`src/rtl/serial_led_shifter.sv`:
```
module serial_led_shifter #(
  parameter int NBITS = 17,
  parameter int DLY_W = 5,
  parameter int CW    = 6
) (
  input  logic             clk,
  input  logic             rst_n,
  input  logic             data_wr,
  input  logic [NBITS-1:0] data_in,
  input  logic [1:0]       div_code,
  input  logic [DLY_W-1:0] clk_delay,
  input  logic             flash_en,
  input  logic             latch_mode,
  input  logic [NBITS-1:0] pwm_vec,
  output logic             busy,
  output logic             ser_clk,
  output logic             ser_data,
  output logic             ser_latch
);
  localparam int IW = $clog2(NBITS);

  logic             busy_q, tail_q, mode_q;
  logic [CW-1:0]    cnt_q, dly_q;
  logic [IW-1:0]    idx_q;
  logic [NBITS-1:0] sh_q, last_q;
  logic [1:0]       div_q;

  wire [CW-1:0] in_len  = CW'(4) << div_code;
  wire [CW-1:0] in_lim  = (in_len >> 1) - CW'(1);
  wire [CW-1:0] in_dly  = (CW'(clk_delay) > in_lim) ? in_lim : CW'(clk_delay);
  wire [CW-1:0] cur_len = CW'(4) << div_q;
  wire [CW-1:0] cur_half = cur_len >> 1;

  wire start_dir = !busy_q && data_wr;
  wire start_fl  = !busy_q && !data_wr && flash_en && (pwm_vec != last_q);
  wire [NBITS-1:0] start_word = start_dir ? data_in : pwm_vec;
  wire shifting  = busy_q && !tail_q;

  always_ff @(posedge clk) begin
    if (!rst_n) begin
      busy_q <= 1'b0;
      tail_q <= 1'b0;
      mode_q <= 1'b0;
      cnt_q  <= '0;
      dly_q  <= '0;
      idx_q  <= '0;
      sh_q   <= '0;
      last_q <= '0;
      div_q  <= '0;
    end else if (!busy_q) begin
      if (start_dir || start_fl) begin
        busy_q <= 1'b1;
        tail_q <= 1'b0;
        cnt_q  <= '0;
        idx_q  <= IW'(NBITS-1);
        sh_q   <= start_word;
        last_q <= start_word;
        div_q  <= div_code;
        dly_q  <= in_dly;
        mode_q <= latch_mode;
      end
    end else if (!tail_q) begin
      if (cnt_q == cur_len - CW'(1)) begin
        cnt_q <= '0;
        if (idx_q == '0) begin
          tail_q <= 1'b1;
        end else begin
          idx_q <= idx_q - IW'(1);
          sh_q  <= sh_q << 1;
        end
      end else begin
        cnt_q <= cnt_q + CW'(1);
      end
    end else begin
      if (cnt_q == dly_q) begin
        busy_q <= 1'b0;
        tail_q <= 1'b0;
        cnt_q  <= '0;
      end else begin
        cnt_q <= cnt_q + CW'(1);
      end
    end
  end

  assign busy      = busy_q;
  assign ser_clk   = shifting && (cnt_q > dly_q) && (cnt_q <= dly_q + cur_half);
  assign ser_data  = shifting && sh_q[NBITS-1];
  assign ser_latch = mode_q && busy_q && tail_q && (cnt_q == dly_q);
endmodule


```
`config.mk`:
```
export PLATFORM = sky130hd
export DESIGN_NAME = serial_led_shifter
export DESIGN_NICKNAME = d
export VERILOG_FILES = /design/src/rtl/serial_led_shifter.sv
export SDC_FILE = /design/constraint.sdc
export NUM_CORES = 1
export LEC_CHECK = 0
export CAP_MARGIN = 10
export CELL_PAD_IN_SITES_DETAIL_PLACEMENT = 0
export CELL_PAD_IN_SITES_GLOBAL_PLACEMENT = 1
export CORE_ASPECT_RATIO = 0.9
export CORE_UTILIZATION = 41
export CTS_CLUSTER_DIAMETER = 60
export DETAILED_ROUTE_END_ITERATION = 8
export GPL_ROUTABILITY_DRIVEN = 0
export GPL_TIMING_DRIVEN = 1
export PLACE_DENSITY = 0.91
export SLEW_MARGIN = 20
export SYNTH_ARGS = -nofsm -noshare
export SYNTH_HDL_FRONTEND = slang
export SYNTH_SLANG_ARGS = --single-unit
```
`constraint.sdc`:
```
create_clock -name clk -period 3.4 [get_ports clk]
set_clock_uncertainty 0.1 [all_clocks]
set_input_delay 0.68 -clock clk [delete_from_list [all_inputs] [get_ports clk]]
set_output_delay 0.68 -clock clk [all_outputs]
set_load 0.01 [all_outputs]
```
==> flow_metrics.tcl <==
set metrics [dict create \
    status "finished, violations left" \
    violations "setup timing" \
    critPathRequiredTime_ns 2.62 \
    first_pass_iters 4 \
    path_clk_slew_ns 0.09 \
    pin_count 50 \
    drc 0 \
    finish.instance_area_um2 4080 \
    synth.top_cell.area_share_pct 33.3 \
    ctsLongestPathBuffers 2 \
    synth-seq-area-share_pct 33.3 \
    power_density_nw_per_um2 368 \
    antenna_left 0 \
    grt_max_degree 37 \
    syn_inst 383 \
    num_vias 2965 \
    endpoint_kind "output pin" \
    synth_seq_cells 56 \
    drv_cap 0 \
    yosys.area.top_type "dfxtp_1" \
    routedWlPerCell_um 14.7 \
    fin_crit_sh_pct 101 \
    grt_antenna_before_repair 0 \
    synth_cell_types 57 \
    synth.avg_cell_area_um2 8.79 \
    cts_max_level 2 \
    netlist_area_um2 3370 \
    area_growth_pct 21.1 \
    portBuffers 49 \
    place_area_um2 3980 \
    met1_usage_pct 25.9 \
    min_period_ns 3.43 \
    leakage_nw 1.69 \
    clock-sinks 56 \
    grt_use_total_pct 18.5 \
    start_util_pct 43.5 \
    crit_fanout 3 \
    drtIter0Drc 164 \
    hold_class "flip-flop to flip-flop" \
    vias_per_cell 5.59 \
    die_w_um 97.5 \
    cts_root_buffer "clkbuf_8" \
    clk_latency_ns 0.32 \
    syn-num-nets 453 \
    rsz0062_at_grt "yes" \
    slew_headroom_pct 39.5 \
    fmax_ghz 0.292 \
    cts_tree "built" \
    drive_gt1_share_pct 12.0 \
    irDropWorstVdd_mv 0.226 \
    final_common_cell "dfxtp_1" \
    async_reset_ff_share_pct 0 \
    fin_ws_ns -0.0299 \
    fp.dieArea_um2 8580 \
    fin_tns_setup_ns -0.0299 \
    grt-ovfl-total 0 \
    grtUsageMet2_pct 29.4 \
    synth_flop_cell "dfxtp_1" \
    die_y_um 88.0 \
    grt.met3_usage_pct 2.95 \
    holdWs_ns 0.366 \
    fin_cells 530 \
    rows 30 \
    antennaDiodeCount 0 \
    start_kind "flip-flop" \
    yosys-top-cells-area "dfxtp_1, ha_1, xor2_1" \
    crit_arrival_ns 2.65 \
    slew_violations 0 \
    top_usage_layer "met2" \
    cpMaxStageDelayCell "fa_2" \
    crit_chain "nor2_1 > ha_1 > inv_1 > fa_2 > ha_1 > o21a_1 > o21a_1 > o21ai_1 > a21oi_1 > a2111oi_2 > buf_2" \
    cts_setup_buffers 0 \
    nets 503 \
    grt_pass1_wl_um 12800 \
    setup_viol 1 \
    dpl.hpwl_um 5850 \
    pre_cts_ws_ns -0.288 \
    placed_cells 522 \
    final_cell_mix "dfxtp_1, clkdlybuf4s50_1, nor2_1" \
    routed_wl_um 7800 \
    grt_pass1_vias 2618 \
    tightestPinTransition_ns 0.899 \
    cts_hold_buffers 0 \
    synth_warnings 0 \
    synth_edf_count 0 \
    crit_path_max_incr_delay_ns 0.53 \
    path_class "flip-flop to output pin" \
    hold_viol_final 0 \
    numCtsBuffers 5 \
    core_um2 7730 \
]
## logic make-up (layout without fill, tap and decap cells)
| family | Yosys count | in the layout | synth area share [%] |
|---|---|---|---|
| and+or+nand+nor | 141 | 141 | 22.4 |
| AOI/OAI and AO/OA | 92 | 92 | 21.7 |
| DFF | 56 | 56 | 33.3 |
| buffers and inverters | 40 | 91 | 5.32 |
| adders and majority gates | 24 | 24 | 9.15 |
| xor gates and xnor gates | 21 | 21 | 5.46 |
| muxes | 8 | 8 | 2.56 |
| other | 1 | 1 | 0.111 |
## metal layers
metal	wire length [µm]	part of all wire, %	vias to the layer above
met2	3560	46	57
met1	3860	50	1397
met5	0	0	-
met3	285	3.7	8
li1	-	-	1503
met4	88	1.1	0
## synthesized netlist by cell type (all sizes together) (3+ instances only)
cell and count:
nor4b 5, ha 23, clkbuf 14, buf 6, a21oi 14, inv 20
nand2 27, dfxtp 56, o221a 12, a211oi 3, o21ai 9, nand4 5
nand3 8, and2 3, nor4 5, xor2 19, o211a 4, mux2i 6
o31ai 5, nor2 36, or3 3, nor2b 4, o21a 20, nor3 25
nor3b 12, o211ai 5
## registers in the layout, summed over array words and instances (netlist names)
register / flops
busy: 1
dly_q: 6
idx_q: 5
div_q: 2
cnt_q: 6
tail_q: 1
sh_q: 17
last_q: 17
mode_q: 1
## final timing paths
check                 from      end  slack (ns)  cells after the start
setup / recovery  div_q[1]  ser_clk       -0.03                     11
hold / removal      mode_q   mode_q        0.37                      2
setup reg to reg  cnt_q[3]  sh_q[5]        0.85                      6
hold reg to reg     mode_q   mode_q        0.37                      2
## area by class of cell
class                   instances  area [µm²]
clock inverters                 2        13.8
repair buffers                 63         591
well taps                      96         120
fillers                       728        3660
inverters                      20        75.1
multi-input cells             287        2080
clock buffers                   6        72.6
flip-flops and latches         56        1120
## where the power goes
group	leakage [nW]	internal [mW]	switching [mW]	total (mW)
registers	0.463	0.710	0.0338	0.744
clock network	0.0456	0.148	0.221	0.369
logic	1.18	0.198	0.192	0.389
## stage by stage
stage / util, % / power [mW]
2_1_floorplan: - / 0.998
3_3_place_gp: 51.5 / 1.13
3_5_place_dp: 51.5 / 1.14
4_1_cts: 52.6 / 1.51
5_1_grt: 52.7 / 1.59
6_report: 52.7 / 1.50
## worst max-delay path: cells and delay by family, from the launching register on
family / cells / cell delay, ns
and+or+nand+nor: 1 / 0.10
buffers and inverters: 2 / 0.25
adders and majority gates: 3 / 0.93
AOI/OAI and AO/OA: 5 / 0.73
DFF: 1 / 0.33
## repair_timing
action	4_1_cts	5_1_grt
cloned	0	0
resized for setup	10	1
pin swaps	0	0
setup endpoints to repair	1	1
Note: power is estimated with default switching activity, not from simulation.
